==> config.mk <==
export PLATFORM = sky130hd
export DESIGN_NAME = sdram_refresh_mgr
export DESIGN_NICKNAME = d
export VERILOG_FILES = /design/src/rtl/sdram_ref_pkg.sv /design/src/rtl/srm_debt_tracker.sv /design/src/rtl/srm_pin_decode.sv /design/src/rtl/sdram_refresh_mgr.sv
export SDC_FILE = /design/constraint.sdc
export NUM_CORES = 1
export LEC_CHECK = 0
export BUFFER_PORTS_ARGS = -buffer_cell sky130_fd_sc_hd__buf_2
export CORE_ASPECT_RATIO = 1.75
export CORE_MARGIN = 1.5
export CORE_UTILIZATION = 35
export CTS_CLUSTER_SIZE = 40
export DETAILED_ROUTE_END_ITERATION = 10
export GPL_TIMING_DRIVEN = 0
export PLACE_DENSITY = 0.62
export SLEW_MARGIN = 20
export SYNTH_ARGS = -nofsm -noshare
export SYNTH_HDL_FRONTEND = slang
export SYNTH_SLANG_ARGS = --single-unit
==> constraint.sdc <==
create_clock -name clk -period 2.1 [get_ports clk]
set_input_delay 0.42 -clock clk [delete_from_list [all_inputs] [get_ports clk]]
set_output_delay 0.42 -clock clk [all_outputs]
set_load 0.03 [all_outputs]
==> src/rtl/sdram_ref_pkg.sv <==
package sdram_ref_pkg;

    typedef enum logic [2:0] {
        ST_IDLE,
        ST_REF,
        ST_TRC,
        ST_SRE,
        ST_SLEEP,
        ST_XNOP
    } mgr_state_e;

    typedef struct packed {
        logic cke;
        logic cs_n;
        logic ras_n;
        logic cas_n;
        logic we_n;
    } sdram_pins_t;

    localparam sdram_pins_t PINS_INHIBIT = '{cke: 1'b1, cs_n: 1'b1, ras_n: 1'b1, cas_n: 1'b1, we_n: 1'b1};
    localparam sdram_pins_t PINS_NOP     = '{cke: 1'b1, cs_n: 1'b0, ras_n: 1'b1, cas_n: 1'b1, we_n: 1'b1};
    localparam sdram_pins_t PINS_REFRESH = '{cke: 1'b1, cs_n: 1'b0, ras_n: 1'b0, cas_n: 1'b0, we_n: 1'b1};
    localparam sdram_pins_t PINS_SR_IN   = '{cke: 1'b0, cs_n: 1'b0, ras_n: 1'b0, cas_n: 1'b0, we_n: 1'b1};
    localparam sdram_pins_t PINS_ASLEEP  = '{cke: 1'b0, cs_n: 1'b1, ras_n: 1'b1, cas_n: 1'b1, we_n: 1'b1};

endpackage

==> src/rtl/srm_debt_tracker.sv <==
module srm_debt_tracker #(
    parameter int REFI_CYC = 3906,
    parameter int DEBT_SAT = 8,
    parameter int DW       = 4
) (
    input  logic          clk,
    input  logic          rst_n,
    input  logic          clear_i,
    input  logic          issued_i,
    output logic [DW-1:0] debt_o
);
    localparam int TW = (REFI_CYC > 2) ? $clog2(REFI_CYC) : 1;
    localparam logic [TW-1:0] RELOAD = TW'(REFI_CYC - 1);
    localparam logic [DW-1:0] CAP    = DW'(DEBT_SAT);

    typedef struct packed {
        logic [TW-1:0] tmr;
        logic [DW-1:0] debt;
    } trk_t;

    trk_t trk_d, trk_q;

    always_comb begin
        trk_d = trk_q;
        if (clear_i) begin
            // device refreshes itself; the sweep that follows settles the debt
            trk_d.tmr  = RELOAD;
            trk_d.debt = '0;
        end else if (issued_i) begin
            trk_d.tmr = RELOAD;
            if (trk_q.debt != '0) trk_d.debt = trk_q.debt - 1'b1;
        end else if (trk_q.tmr == '0) begin
            trk_d.tmr = RELOAD;
            if (trk_q.debt != CAP) trk_d.debt = trk_q.debt + 1'b1;
        end else begin
            trk_d.tmr = trk_q.tmr - 1'b1;
        end
    end

    always_ff @(posedge clk) begin
        if (!rst_n) trk_q <= '{tmr: RELOAD, debt: '0};
        else        trk_q <= trk_d;
    end

    assign debt_o = trk_q.debt;
endmodule

==> src/rtl/srm_pin_decode.sv <==
module srm_pin_decode
    import sdram_ref_pkg::*;
(
    input  mgr_state_e  state_i,
    output sdram_pins_t pins_o
);
    always_comb begin
        unique case (state_i)
            ST_IDLE:         pins_o = PINS_INHIBIT;
            ST_REF:          pins_o = PINS_REFRESH;
            ST_TRC, ST_XNOP: pins_o = PINS_NOP;
            ST_SRE:          pins_o = PINS_SR_IN;
            ST_SLEEP:        pins_o = PINS_ASLEEP;
            default:         pins_o = PINS_INHIBIT;
        endcase
    end
endmodule

==> src/rtl/sdram_refresh_mgr.sv <==
module sdram_refresh_mgr
    import sdram_ref_pkg::*;
#(
    parameter int REFI_CYC    = 3906,
    parameter int TRC_CYC     = 16,
    parameter int TRAS_CYC    = 11,
    parameter int SWEEP_CNT   = 4096,
    parameter int URGENT_DEBT = 4,
    parameter int DEBT_SAT    = 8
) (
    input  logic clk,
    input  logic rst_n,
    input  logic ref_grant,
    input  logic sleep_req,
    output logic ref_req,
    output logic ref_urgent,
    output logic bus_own,
    output logic sd_cke,
    output logic sd_cs_n,
    output logic sd_ras_n,
    output logic sd_cas_n,
    output logic sd_we_n
);
    localparam int EXIT_CYC = (TRC_CYC > 2) ? TRC_CYC : 2;
    localparam int MAX_A    = (TRC_CYC > TRAS_CYC) ? TRC_CYC : TRAS_CYC;
    localparam int WAIT_MAX = (MAX_A > EXIT_CYC) ? MAX_A : EXIT_CYC;
    localparam int CW       = $clog2(WAIT_MAX + 1);
    localparam int SW       = $clog2(SWEEP_CNT + 1);
    localparam int DW       = $clog2(DEBT_SAT + 1);

    typedef struct packed {
        mgr_state_e    state;
        logic [CW-1:0] cnt;
        logic [SW-1:0] sweep;
    } fsm_t;

    fsm_t        fsm_d, fsm_q;
    logic [DW-1:0] debt_w;
    logic        req_w;
    logic        clear_w;
    logic        issued_w;
    sdram_pins_t pins_w;

    assign clear_w  = (fsm_q.state == ST_SRE) || (fsm_q.state == ST_SLEEP) || (fsm_q.state == ST_XNOP);
    assign issued_w = (fsm_q.state == ST_REF);

    srm_debt_tracker #(
        .REFI_CYC(REFI_CYC),
        .DEBT_SAT(DEBT_SAT),
        .DW      (DW)
    ) u_debt (
        .clk     (clk),
        .rst_n   (rst_n),
        .clear_i (clear_w),
        .issued_i(issued_w),
        .debt_o  (debt_w)
    );

    assign req_w = (fsm_q.state == ST_IDLE) && ((debt_w != '0) || sleep_req);

    always_comb begin
        fsm_d = fsm_q;
        unique case (fsm_q.state)
            ST_IDLE: begin
                if (req_w && ref_grant) fsm_d.state = sleep_req ? ST_SRE : ST_REF;
            end
            ST_REF: begin
                fsm_d.state = ST_TRC;
                fsm_d.cnt   = CW'(TRC_CYC - 2);
            end
            ST_TRC: begin
                if (fsm_q.cnt != '0) begin
                    fsm_d.cnt = fsm_q.cnt - 1'b1;
                end else if (fsm_q.sweep != '0) begin
                    fsm_d.state = ST_REF;
                    fsm_d.sweep = fsm_q.sweep - 1'b1;
                end else begin
                    fsm_d.state = ST_IDLE;
                end
            end
            ST_SRE: begin
                fsm_d.state = ST_SLEEP;
                fsm_d.cnt   = CW'(TRAS_CYC - 2);
            end
            ST_SLEEP: begin
                if (fsm_q.cnt != '0) begin
                    fsm_d.cnt = fsm_q.cnt - 1'b1;
                end else if (!sleep_req) begin
                    fsm_d.state = ST_XNOP;
                    fsm_d.cnt   = CW'(EXIT_CYC - 1);
                end
            end
            ST_XNOP: begin
                if (fsm_q.cnt != '0) begin
                    fsm_d.cnt = fsm_q.cnt - 1'b1;
                end else begin
                    fsm_d.state = ST_REF;
                    fsm_d.sweep = SW'(SWEEP_CNT - 1);
                end
            end
            default: fsm_d.state = ST_IDLE;
        endcase
    end

    always_ff @(posedge clk) begin
        if (!rst_n) fsm_q <= '{state: ST_IDLE, cnt: '0, sweep: '0};
        else        fsm_q <= fsm_d;
    end

    srm_pin_decode u_pins (
        .state_i(fsm_q.state),
        .pins_o (pins_w)
    );

    assign ref_req    = req_w;
    assign ref_urgent = req_w && (debt_w >= DW'(URGENT_DEBT));
    assign bus_own    = (fsm_q.state != ST_IDLE);
    assign sd_cke     = pins_w.cke;
    assign sd_cs_n    = pins_w.cs_n;
    assign sd_ras_n   = pins_w.ras_n;
    assign sd_cas_n   = pins_w.cas_n;
    assign sd_we_n    = pins_w.we_n;
endmodule

# ---- After elaboration in Yosys (flattened, before gate mapping)
# Cells that the tools add are included.
# Widths: inputs -> output; s select.
dict set report word_totals {
  reg_bits 37
  inputBits 4
  out_inout_bits 8
  wordCells 70
}
dict set report op_classes {
  n_addsub 5
  order_cmp 1
  n_eq_ne 15
  n_mux 20
  n_bitwise 1
  n_reduce_logical 23
}
# cell n
set ops {}
lappend ops {{$pmux 5 s4} 2}
lappend ops {{$mux 13} 3}
lappend ops {{$pmux 13 s2} 1}
lappend ops {{$pmux 3 s6} 1}
lappend ops {{$mux 4} 4}
lappend ops {{$reduce_bool 13->1} 1}
lappend ops {{$sub 13x1->13 const B} 1}
lappend ops {{$logic_not 12->1} 1}
lappend ops {{$mux 3} 4}
lappend ops {{$sub 12x1->12 const B} 1}
lappend ops {{$mux 5} 2}
lappend ops {{$ne 2x2->1 const B} 5}
lappend ops {{$mux 8} 1}
lappend ops {{$reduce_bool 4->1} 2}
lappend ops {{$eq 3x2->1 const B} 2}
lappend ops {{$eq 3x3->1 const B} 2}
lappend ops {{$ne 2x1->1 const B} 3}
lappend ops {{$reduce_and 3->1} 2}
lappend ops {{$reduce_bool 2->1} 3}
lappend ops {{$reduce_and 5->1} 1}
lappend ops {{$reduce_bool 5->1} 1}
lappend ops {{$sub 5x1->5 const B} 1}
lappend ops {{$add 4x1->4 const B} 1}
lappend ops {{$ge 4x3->1 const B} 1}
lappend ops {{14 further kinds} 19}

# ---- Logic depth before layout (Yosys ltp)
# Gate-level depths: netlist of run 1.
dict set report depth {
  ltp_word 6
  mapped_depth 10
  ltp_nobuf 9
}

# ---- By module
# From an unflattened synthesis of run 1, not the netlist that was laid out.
dict set report hier_totals {
  hier_cells 274
  hier_area_um2 2376.0
}
# mod n_inst cells_each area_each_um2 seq_area_each_um2
set by_module_without_submodules {}
lappend by_module_without_submodules {sdram_refresh_mgr 1 172 1432.6 420.4}
lappend by_module_without_submodules {srm_debt_tracker 1 94 885.8 320.3}
lappend by_module_without_submodules {srm_pin_decode 1 8 57.6 0.0}

# ---- Worst setup path after synthesis of run 1
# OpenSTA, ideal clock, no wires.
dict set report synth_timing {
  kind {register -> register}
  start {reg fsm_q[13] (netlist bit)}
  end {reg fsm_q[4] (netlist bit)}
  setup_ns 0.070
  arrival_time_ns 2.058
  required_ns 2.030
  path_slack_ns -0.028
  stages_incl_launch_ff 9
  n_path_buf 1
  period_less_slack_ns 2.128
  path_cell_list {dfxtp_1 inv_1 ha_1 or4b_2 clkbuf_1 nor4b_1 nand3_1 xor2_1 a21oi_1}
}
dict set report synth_between {
  elab_chain_cells 3
  word_cells_on_any_way 4
  cone_classes {2 x eq/ne; 2 x reduce/logical}
}
# element line
set synth_rtl {}
lappend synth_rtl {{start: declaration} sdram_refresh_mgr.sv:37} ;# fsm_t fsm_d, fsm_q;
lappend synth_rtl {{start signal: assignment} sdram_refresh_mgr.sv:106} ;# if (!rst_n) fsm_q <= '{state: ST_IDLE, cnt: '0, sweep: '0};
lappend synth_rtl {{start signal: assignment} sdram_refresh_mgr.sv:107} ;# else fsm_q <= fsm_d;
lappend synth_rtl {{$reduce_bool 5->1 *} {sdram_refresh_mgr.sv:72, sdram_refresh_mgr.sv:94}}
lappend synth_rtl {{$ne 2x2->1 (no source line)} --}
lappend synth_rtl {{$reduce_and 4->1 (no source line) *} --}
# Every way passes the cells marked *; elsewhere a longest branch is shown, timed or not.
# A chain may end at the register's enable or synchronous reset.

# ---- Final worst setup path of run 1
dict set report layout_timing {
  start {reg fsm_q[3] (netlist bit)}
  end {reg fsm_q[0] (netlist bit)}
}
dict set report layout_between {
  elab_chain_cells 3
}
# element line
set layout_rtl {}
lappend layout_rtl {{$reduce_bool 13->1} sdram_refresh_mgr.sv:74} ;# end else if (fsm_q.sweep != '0) begin
lappend layout_rtl {{$ne 2x2->1 (no source line)} --}
lappend layout_rtl {{$reduce_and 4->1 (no source line)} --}
# No other way between the ends.

==> impl_metrics.env, run 1 <==
export IMPL_status="complete, no violations"
export IMPL_slew_limit_headroom_pct=58.5
export IMPL_rr_worst_depth=6
export IMPL_fin_skew_ns=0.00542
export IMPL_hold_depth=1
export IMPL_synth_most_common_cell="dfxtp_1"
export IMPL_p_leak_nw=0.941
export IMPL_finalWorstSetupSlack_ns=0.0259
export IMPL_holdWs_ns=0.448
export IMPL_cellPowerDensity_nw_per_um2=866
export IMPL_dp_slack_ns=-0.351
export IMPL_min_delay_start="u_debt.trk_q[4]"
export IMPL_yosysWarnings=0
export IMPL_antenna_found_initial=0
export IMPL_clock_fmax_ghz=0.482
export IMPL_critPathLaunchType="flip-flop"
export IMPL_synth_top_area_share_pct=35.8
export IMPL_crit_arrival_ns=2.30
export IMPL_synthToLayoutAreaGrowth_pct=19.6
export IMPL_antenna_cells=0
export IMPL_cts_root_buf="clkbuf_8"
export IMPL_die_h_um=105
export IMPL_cts_buffer_depth=2
export IMPL_io_pin_count=12
export IMPL_rr_startpoint="fsm_q[3]"
export IMPL_htree_levels=2
export IMPL_crit_path_max_fanout=4
export IMPL_finalCritPeriodShare_pct=98.8
export IMPL_required_ns=2.33
export IMPL_fin_crit_ns=2.07
export IMPL_via_per_inst=5.24
export IMPL_synth_net_count=265
export IMPL_end_kind="flip-flop"
export IMPL_syn_cell_area_um2=2070
export IMPL_clk_pin_slew_ns=0.07
export IMPL_routedWlPerCell_um=12.9
export IMPL_worstHoldPathType="reg -> reg"
export IMPL_drv_cap=0
export IMPL_grt_usage_pct=15.8
export IMPL_synthArstFlopShare_pct=0
export IMPL_fin_nets=292
export IMPL_finalSetupViolCount=0
export IMPL_min_to="u_debt.trk_q[4]"
export IMPL_place_detailed_hpwl_um=3250
export IMPL_ys_ff_latch=37
export IMPL_rsz0062_at_grt="true"
export IMPL_wirelength_um=4630
export IMPL_path_class="reg -> reg"
export IMPL_cts_made_buffers=5
export IMPL_ys_top_cells_by_count="dfxtp_1, nand2_1, nor2_1, a21oi_1, nor3_1"
export IMPL_synth_edf_count=0
export IMPL_finalHoldViolCount=0
export IMPL_tightest_slew_ns=0.620
export IMPL_yosysUniqueCellTypes=48
export IMPL_clkSinkCount=37
export IMPL_place_gp_congestion=0.781
export IMPL_cts_hold_buf=0
export IMPL_initial_core_util_pct=36.8
export IMPL_layout_drive_gt1_share_pct=22.0
export IMPL_grt_remaining_overflow=0
export IMPL_cts_tree="done"
export IMPL_drc=0
export IMPL_yosys_area_top_type="dfxtp_1"
export IMPL_antenna_left=0
export IMPL_vias=1877
export IMPL_ys_seq_area_share_pct=35.8
export IMPL_dieArea_um2=6400
export IMPL_io_buffer_count=9
export IMPL_grt_pass1_wl_um=7870
export IMPL_dominantRegCellSynth="dfxtp_1"
export IMPL_grt_max_degree=12
export IMPL_die_w_um=61.1
export IMPL_worstSkewPairLatency_ns=0.28
export IMPL_r2r_setup_slack_ns=0.03
export IMPL_core_area_um2=5630
export IMPL_finalMaxSlewViolations=0
export IMPL_grt_pass1_vias=1790
export IMPL_drt_initial_drc_count=26
export IMPL_ys_top_cells_by_area="dfxtp_1, nand2_1, nor2_1"
export IMPL_r2r_end="fsm_q[0]"
export IMPL_ir_drop_mv=0.547
export IMPL_synthCells=254
export IMPL_syn_area_per_cell_um2=8.15
export IMPL_dr_pass1_iters=4
export IMPL_fp_row_count=36
[state kept, by name, indices dropped and copies added (netlist names)]
| signal | count |
|---|---|
| fsm_q | 21 |
| u_debt.trk_q | 12 |
| u_debt.debt_o | 4 |
[worst max-delay path, stage by stage, from the launching register on]
cell and delay [ns]:
dfxtp_4 0.35, or4_4 0.50, or4b_4 0.55, and3_4 0.21
buf_4 0.14, o22ai_1 0.13, and2_1 0.13
[placed cells by master (no fill, tap or decap), types with 3 or more instances in the layout]
cell type | netlist | layout
nor2_1 | 25 | 24
dfxtp_2 | 0 | 4
o21a_1 | 3 | 3
nor3_1 | 16 | 16
clkbuf_1 | 9 | 4
a21boi_0 | 7 | 7
nor4_1 | 8 | 7
nand2_1 | 26 | 25
xor2_1 | 10 | 10
nand4_1 | 3 | 3
nand3_1 | 7 | 7
dfxtp_1 | 37 | 31
inv_1 | 12 | 11
a211oi_1 | 3 | 3
nand2b_1 | 5 | 4
xnor2_1 | 10 | 10
buf_2 | 0 | 10
ha_1 | 6 | 5
o21ai_0 | 9 | 9
a21oi_1 | 17 | 16
clkbuf_8 | 0 | 6
buf_4 | 2 | 15
[metal layers]
layer / vias to the layer above / share of wire [%] / global-route usage [%]
met3: 14 / 2.5 / 2.48
met5: - / 0 / 0
met4: 0 / 3.1 / 8.23
li1: 955 / - / -
met2: 37 / 54 / 27.4
met1: 871 / 41 / 17.4
[where the power goes]
part / internal [mW] / switching (mW) / total, mW / leakage [nW]
clock network: 0.230 / 0.246 / 0.476 / 0.0450
logic: 0.388 / 0.432 / 0.820 / 0.592
registers: 0.768 / 0.0798 / 0.848 / 0.304
total: 1.39 / 0.757 / 2.14 / 0.941
[logic make-up (layout without fill, tap and decap cells)]
family,count (synthesis),count (layout),share of synthesized area (%)
AND/OR/NAND/NOR,116,116,30.6
buffers and inverters,23,51,4.53
adder cells (fa/ha/maj),7,7,4.59
AO/OA/AOI/OAI,50,50,15.8
flip-flops,37,37,35.8
other,1,1,0.181
XOR/XNOR,20,20,8.46
[stage by stage]
step / total power, mW / instances / area (um2) / setup TNS [ns] / utilization [%]
5_1_grt: 2.29 / 358 / 2470 / -0.284 / 44.0
4_1_cts: 2.11 / 352 / 2410 / 0 / 42.7
6_report: 2.14 / 358 / 2470 / 0 / 44.0
3_5_place_dp: 1.51 / 339 / 2210 / -2.62 / 39.3
3_3_place_gp: 1.51 / 339 / 2210 / -2.76 / 39.3
2_1_floorplan: 1.37 / 254 / 2070 / 0 / -
[layout make-up]
cell class | instances | area [um2]
Fill cell | 568 | 3160
Buffer | 9 | 57.6
Timing Repair Buffer | 22 | 143
Inverter | 12 | 47.5
Sequential cell | 37 | 753
Tap cell | 76 | 95.1
Clock inverter | 2 | 10.0
Multi-Input combinational cell | 194 | 1300
Clock buffer | 6 | 72.6
[worst max-delay path by stage]
stage | slack [ns] | end | cells after the start | startpoint
floorplan | 0.00008 | fsm_q[4] | 8 | fsm_q[13]
global placement | -0.40 | fsm_q[9] | 7 | fsm_q[13]
detailed placement | -0.35 | fsm_q[9] | 7 | fsm_q[13]
CTS | 0.001 | fsm_q[2] | 5 | fsm_q[9]
global route | -0.06 | u_debt.debt_o[3] | 10 | fsm_q[19]
finish | 0.03 | fsm_q[0] | 6 | fsm_q[3]
[what timing repair did]
item | 4_1_cts | 5_1_grt
pin swaps | 2 | 11
cloned | 0 | 0
endpoints found under the setup margin | 27 | 23
gates resized for setup | 19 | 11
buffers inserted | 6 | 7
No activity file was read; power rests on OpenSTA's default activity.
==> run 2: changes to the inputs <==
==> constraint.sdc (replaced) <==
create_clock -name clk -period 2.1 [get_ports clk]
set_input_delay 0.42 -clock clk [delete_from_list [all_inputs] [get_ports clk]]
set_output_delay 0.42 -clock clk [all_outputs]
set_load 0.1 [all_outputs]
==> run 2 against run 1 <==
  * The flow now finishes with violations (setup timing)
  * Combinational power up 22%
  * Setup slack worse by 0.031 ns
  * Clock power up 35%
  * Cell area up 4.3%
  * Non-clock buffer count down 4
  * Largest power group is now combinational logic
  * Wire length up 4.5%
  * Via count down 1.1%
  * Critical path depth unchanged
  * Cell count down 1.1%
  * Sequential power up 0.6%
  * Flip-flop and latch count unchanged
==> impl_metrics.env, run 2 (synthesis gave the netlist of run 1 again) <==
export IMPL_finalCritPeriodShare_pct=100
export IMPL_status="finished with violations"
export IMPL_slew_limit_headroom_pct=64.7
export IMPL_final_cell_mix="dfxtp_1, nand2_1, nor2_1"
export IMPL_finalHoldViolCount=0
export IMPL_min_delay_start="u_debt.trk_q[4]"
export IMPL_crit_path_max_fanout=5
export IMPL_critPathLaunchType="flip-flop"
export IMPL_grt_pass1_wl_um=8090
export IMPL_die_w_um=61.1
export IMPL_clkSinkCount=37
export IMPL_p_leak_nw=0.952
export IMPL_routedWlPerCell_um=13.7
export IMPL_r2r_setup_slack_ns=-0.005
export IMPL_drt_initial_drc_count=24
export IMPL_core_area_um2=5630
export IMPL_rr_worst_depth=6
export IMPL_clock_fmax_ghz=0.475
export IMPL_finalMaxSlewViolations=0
export IMPL_fin_nets=288
export IMPL_antenna_left=0
export IMPL_n_fill_cell=535
export IMPL_ir_drop_mv=0.615
export IMPL_layout_drive_gt1_share_pct=24.1
export IMPL_grt_pass1_vias=1826
export IMPL_dieArea_um2=6400
export IMPL_crit_arrival_ns=2.29
export IMPL_hold_depth=1
export IMPL_violations="setup timing"
export IMPL_worstHoldPathType="reg -> reg"
export IMPL_r2r_end="fsm_q[0]"
export IMPL_cellPowerDensity_nw_per_um2=966
export IMPL_tightest_slew_ns=0.528
export IMPL_post_route_cell_area_um2=2580
export IMPL_end_kind="flip-flop"
export IMPL_rr_startpoint="fsm_q[2]"
export IMPL_via_per_inst=5.24
export IMPL_grt_util_met1_pct=18.4
export IMPL_fin_skew_ns=0.0103
export IMPL_vias=1856
export IMPL_clk_pin_slew_ns=0.08
export IMPL_antenna_cells=0
export IMPL_grt_remaining_overflow=0
export IMPL_grtUsageMet3_pct=2.60
export IMPL_cts_tree="done"
export IMPL_synthToLayoutAreaGrowth_pct=24.7
export IMPL_io_pin_count=12
export IMPL_final_common_cell="dfxtp_1"
export IMPL_min_to="u_debt.trk_q[4]"
export IMPL_holdWs_ns=0.451
export IMPL_path_class="reg -> reg"
export IMPL_die_h_um=105
export IMPL_grt_max_degree=12
export IMPL_grt_busiest_layer="met2"
export IMPL_grt_usage_pct=16.2
export IMPL_fp_row_count=36
export IMPL_finalSetupViolCount=1
export IMPL_largest_reg_flops=21
export IMPL_fin_crit_ns=2.10
export IMPL_htree_levels=2
export IMPL_initial_core_util_pct=36.8
export IMPL_required_ns=2.29
export IMPL_wirelength_um=4830
export IMPL_cts_made_buffers=5
export IMPL_antenna_found_initial=0
export IMPL_place_gp_congestion=0.792
export IMPL_placedCellCount=339
export IMPL_instances_no_fill=354
export IMPL_dr_pass1_iters=4
export IMPL_multi_input_area_um2=1360
export IMPL_drv_cap=0
export IMPL_drc=0
export IMPL_io_buffer_count=9
export IMPL_met2_usage_pct=28.2
export IMPL_cts_buffer_depth=2
export IMPL_place_area_um2=2240
export IMPL_finalWorstSetupSlack_ns=-0.00467
export IMPL_seqCellArea_um2=749
export IMPL_place_detailed_hpwl_um=3330
export IMPL_worstSkewPairLatency_ns=0.29
export IMPL_largest_register="fsm_q"
export IMPL_rsz0062_at_grt="true"
export IMPL_cts_root_buf="clkbuf_8"
==> run 2: worst max-delay path by stage <==
stage / startpoint / to / slack [ns] / cells after the start
final: fsm_q[2] / fsm_q[0] / -0.005 / 6
after global routing: fsm_q[20] / u_debt.debt_o[3] / -0.07 / 10
after CTS: fsm_q[13] / fsm_q[4] / 0.004 / 8
after detailed placement: fsm_q[13] / fsm_q[9] / -0.37 / 7
after global placement: fsm_q[13] / fsm_q[9] / -0.40 / 7
after floorplan: fsm_q[18] / ref_req / -0.30 / 4
==> run 2: routing by layer <==
layer,vias to the layer above,routed length [um]
met1,867,1950
met2,30,2620
met5,-,0
li1,948,-
met4,0,150
met3,11,110
==> run 2: per-stage QoR <==
step / setup slack [ns] / utilization, % / TNS, ns / power [mW]
after global placement: -0.396 / 39.7 / -3.07 / 1.60
after floorplan: -0.299 / - / -0.708 / 1.47
final: -0.00467 / 45.8 / -0.00467 / 2.49
after global routing: -0.0694 / 45.8 / -0.246 / 2.63
after CTS: 0.00448 / 44.7 / 0 / 2.44
after detailed placement: -0.369 / 39.7 / -3.13 / 1.61
==> run 2: cell type report <==
type	instances	share of cell area [%]
well taps	76	3.68
inverters	12	1.75
clock buffers	7	3.34
clock inverters	1	1.16
multi-input cells	194	52.6
plain buffers	9	2.67
repair buffers	18	5.72
flip-flops and latches	37	29.0
==> run 2: where the power goes <==
group | internal [mW] | switching [mW]
Sequential | 0.769 | 0.0846
Combinational | 0.442 | 0.554
Clock | 0.388 | 0.257
==> run 2: worst max-delay path, stage by stage, from the launching register on <==
cell,delay [ns]
dfxtp_4,0.37
or4_4,0.53
or4b_4,0.57
buf_6,0.15
a21oi_4,0.15
o22ai_1,0.09
and2_1,0.15
==> run 2: timing repair <==
item	4_1_cts	5_1_grt
endpoints found under the setup margin	29	18
setup buffers	8	1
pin swaps	3	6
hold buffers	0	0
gates resized for setup	30	19
==> run 3: changes to the inputs <==
--- a/config.mk
+++ b/config.mk
@@ -6,13 +6,16 @@
 export NUM_CORES = 1
 export LEC_CHECK = 0
 export BUFFER_PORTS_ARGS = -buffer_cell sky130_fd_sc_hd__buf_2
+export CELL_PAD_IN_SITES_DETAIL_PLACEMENT = 1
+export CELL_PAD_IN_SITES_GLOBAL_PLACEMENT = 2
 export CORE_ASPECT_RATIO = 1.75
 export CORE_MARGIN = 1.5
-export CORE_UTILIZATION = 35
+export CORE_UTILIZATION = 33
 export CTS_CLUSTER_SIZE = 40
 export DETAILED_ROUTE_END_ITERATION = 10
 export GPL_TIMING_DRIVEN = 0
-export PLACE_DENSITY = 0.62
+export HOLD_SLACK_MARGIN = 0.05
+export PLACE_DENSITY = 0.84
 export SLEW_MARGIN = 20
 export SYNTH_ARGS = -nofsm -noshare
 export SYNTH_HDL_FRONTEND = slang
==> run 3 against run 2 <==
  * The flow now finishes without violations
  * Critical path depth stayed put
  * Largest power group unchanged
  * Register-to-register slack improved by 0.04 ns
  * Die area is 5.8% higher
  * Power is 1.8% lower
  * Cell count up 1.1%
  * Via count up 4.1%
  * Clock skew decreased by 0.0025 ns
  * Non-clock buffer count rose by 1
  * Fmax up 1.9%
  * Sequential power about the same
  * Sequential share of layout area about the same
==> impl_metrics.env, run 3 (synthesis gave the netlist of run 1 again) <==
export IMPL_wirelength_um=5450
export IMPL_drt_initial_drc_count=24
export IMPL_cpMaxStageDelayCell="or4b_4"
export IMPL_antenna_left=0
export IMPL_seqPwrFrac_pct=34.9
export IMPL_rr_startpoint="fsm_q[11]"
export IMPL_startpoint="fsm_q[11]"
export IMPL_routedWlPerCell_um=15.2
export IMPL_cts_tree="done"
export IMPL_cts_buffer_depth=2
export IMPL_clkSinkCount=37
export IMPL_clkPwrFrac_pct=24.7
export IMPL_cts_hold_buf=0
export IMPL_p_int_mw=1.54
export IMPL_antenna_cells=0
export IMPL_core_area_um2=6130
export IMPL_place_gp_congestion=0.765
export IMPL_finalSetupViolCount=0
export IMPL_path_cells="or4_4 -> or4b_4 -> and3_4 -> buf_4 -> o22ai_1 -> and2_1"
export IMPL_dieArea_um2=6770
export IMPL_fp_row_count=38
export IMPL_via_per_inst=5.40
export IMPL_pwr_share_comb_pct=40.4
export IMPL_swShare_pct=37.0
export IMPL_synthToLayoutAreaGrowth_pct=24.7
export IMPL_initial_core_util_pct=33.7
export IMPL_final_cell_mix="dfxtp_1, nand2_1, nor2_1"
export IMPL_layout_drive_gt1_share_pct=24.1
export IMPL_vias=1933
export IMPL_final_common_cell="dfxtp_1"
export IMPL_place_detailed_hpwl_um=3960
export IMPL_cts_made_buffers=5
export IMPL_clock_fmax_ghz=0.484
export IMPL_drc=0
export IMPL_largest_reg_flops=21
export IMPL_status="complete, no violations"
export IMPL_finalCritPeriodShare_pct=98.4
export IMPL_grt_pass1_vias=1994
export IMPL_path_class="reg -> reg"
export IMPL_worstSkewPairLatency_ns=0.29
export IMPL_grt_pass1_wl_um=9340
export IMPL_crit_path_max_fanout=3
export IMPL_max_stage_delay_ns=0.56
export IMPL_grt_remaining_overflow=0
export IMPL_grt_usage_pct=17.7
export IMPL_total_power_mw=2.45
export IMPL_dr_pass1_iters=4
export IMPL_antenna_found_initial=0
export IMPL_io_pin_count=12
export IMPL_finalHoldViolCount=0
export IMPL_min_delay_start="u_debt.trk_q[4]"
export IMPL_fin_crit_ns=2.07
export IMPL_worstHoldPathType="reg -> reg"
export IMPL_required_ns=2.34
export IMPL_fin_nets=289
export IMPL_io_buffer_count=9
export IMPL_p_leak_nw=0.955
export IMPL_crit_arrival_ns=2.31
export IMPL_largest_register="fsm_q"
export IMPL_htree_levels=2
export IMPL_cts_root_buf="clkbuf_8"
export IMPL_critPathLaunchType="flip-flop"
export IMPL_drv_cap=0
export IMPL_tightest_slew_ns=0.504
export IMPL_clk_pin_slew_ns=0.08
export IMPL_end_kind="flip-flop"
export IMPL_finalMaxSlewViolations=0
export IMPL_grt_max_degree=12
export IMPL_slew_limit_headroom_pct=66.3
export IMPL_place_area_um2=2240
export IMPL_fin_skew_ns=0.00778
export IMPL_post_route_cell_area_um2=2580
export IMPL_ir_drop_mv=0.472
export IMPL_rsz0062_at_grt="true"
export IMPL_n_fill_cell=736
export IMPL_die_w_um=62.9
export IMPL_die_h_um=108
export IMPL_cellPowerDensity_nw_per_um2=949
export IMPL_power_switching_mw=0.906
==> run 3: critical path, delay by kind of cell (launching register included) <==
| kind | cells | cell delay (ns) |
|---|---|---|
| AO/OA/AOI/OAI | 1 | 0.13 |
| buffers and inverters | 1 | 0.14 |
| AND/OR/NAND/NOR | 4 | 1.41 |
| flip-flops | 1 | 0.34 |
==> run 3: timing repair <==
action	CTS	global route
endpoints found under the setup margin	33	12
resized for setup	35	17
buffers inserted	9	0
pin swaps	4	6
hold endpoints to repair	0	0
cloned	0	0
==> run 3: power by group through the flow <==
stage,clock [mW],combinational [mW],sequential (mW)
floorplan,0,0.637,0.835
global placement,0,0.765,0.851
detailed placement,0,0.789,0.855
CTS,0.625,0.943,0.850
global route,0.641,1.08,0.867
finish,0.605,0.988,0.855
==> run 3: path summary, 6_finish.rpt <==
check / end / slack, ns / cells past startpoint
setup / recovery: fsm_q[0] / 0.03 / 6
setup reg to reg: fsm_q[0] / 0.03 / 6
hold / removal: u_debt.trk_q[4] / 0.43 / 1
hold reg to reg: u_debt.trk_q[4] / 0.43 / 1
==> run 3: layer usage <==
| layer | part of all wire (%) | GRT usage, % |
|---|---|---|
| met3 | 2.2 | 2.72 |
| met5 | 0 | 0 |
| met1 | 40 | 18.1 |
| met2 | 54 | 33.7 |
| met4 | 3.7 | 9.21 |
==> run 3: cell type report <==
| cell class | count | area [um2] | area share [%] |
|---|---|---|---|
| well taps | 80 | 100 | 3.88 |
| clock inverters | 2 | 35.0 | 1.36 |
| flip-flops and latches | 37 | 748 | 29.0 |
| repair buffers | 18 | 148 | 5.72 |
| plain buffers | 10 | 72.6 | 2.81 |
| inverters | 12 | 45.0 | 1.75 |
| clock buffers | 5 | 68.8 | 2.67 |
| multi-input cells | 194 | 1360 | 52.8 |
==> run 3: metrics by stage <==
stage / hold slack, ns / utilization [%] / worst slack [ns] / instances / TNS [ns]
2_1_floorplan: 0.385 / - / -0.299 / 254 / -0.708
3_3_place_gp: 0.403 / 36.6 / -0.422 / 343 / -3.68
3_5_place_dp: 0.408 / 36.6 / -0.542 / 343 / -5.46
4_1_cts: 0.426 / 41.3 / 0.00429 / 358 / 0
5_1_grt: 0.459 / 42.1 / -0.0335 / 358 / -0.0697
6_report: 0.431 / 42.1 / 0.0339 / 358 / 0
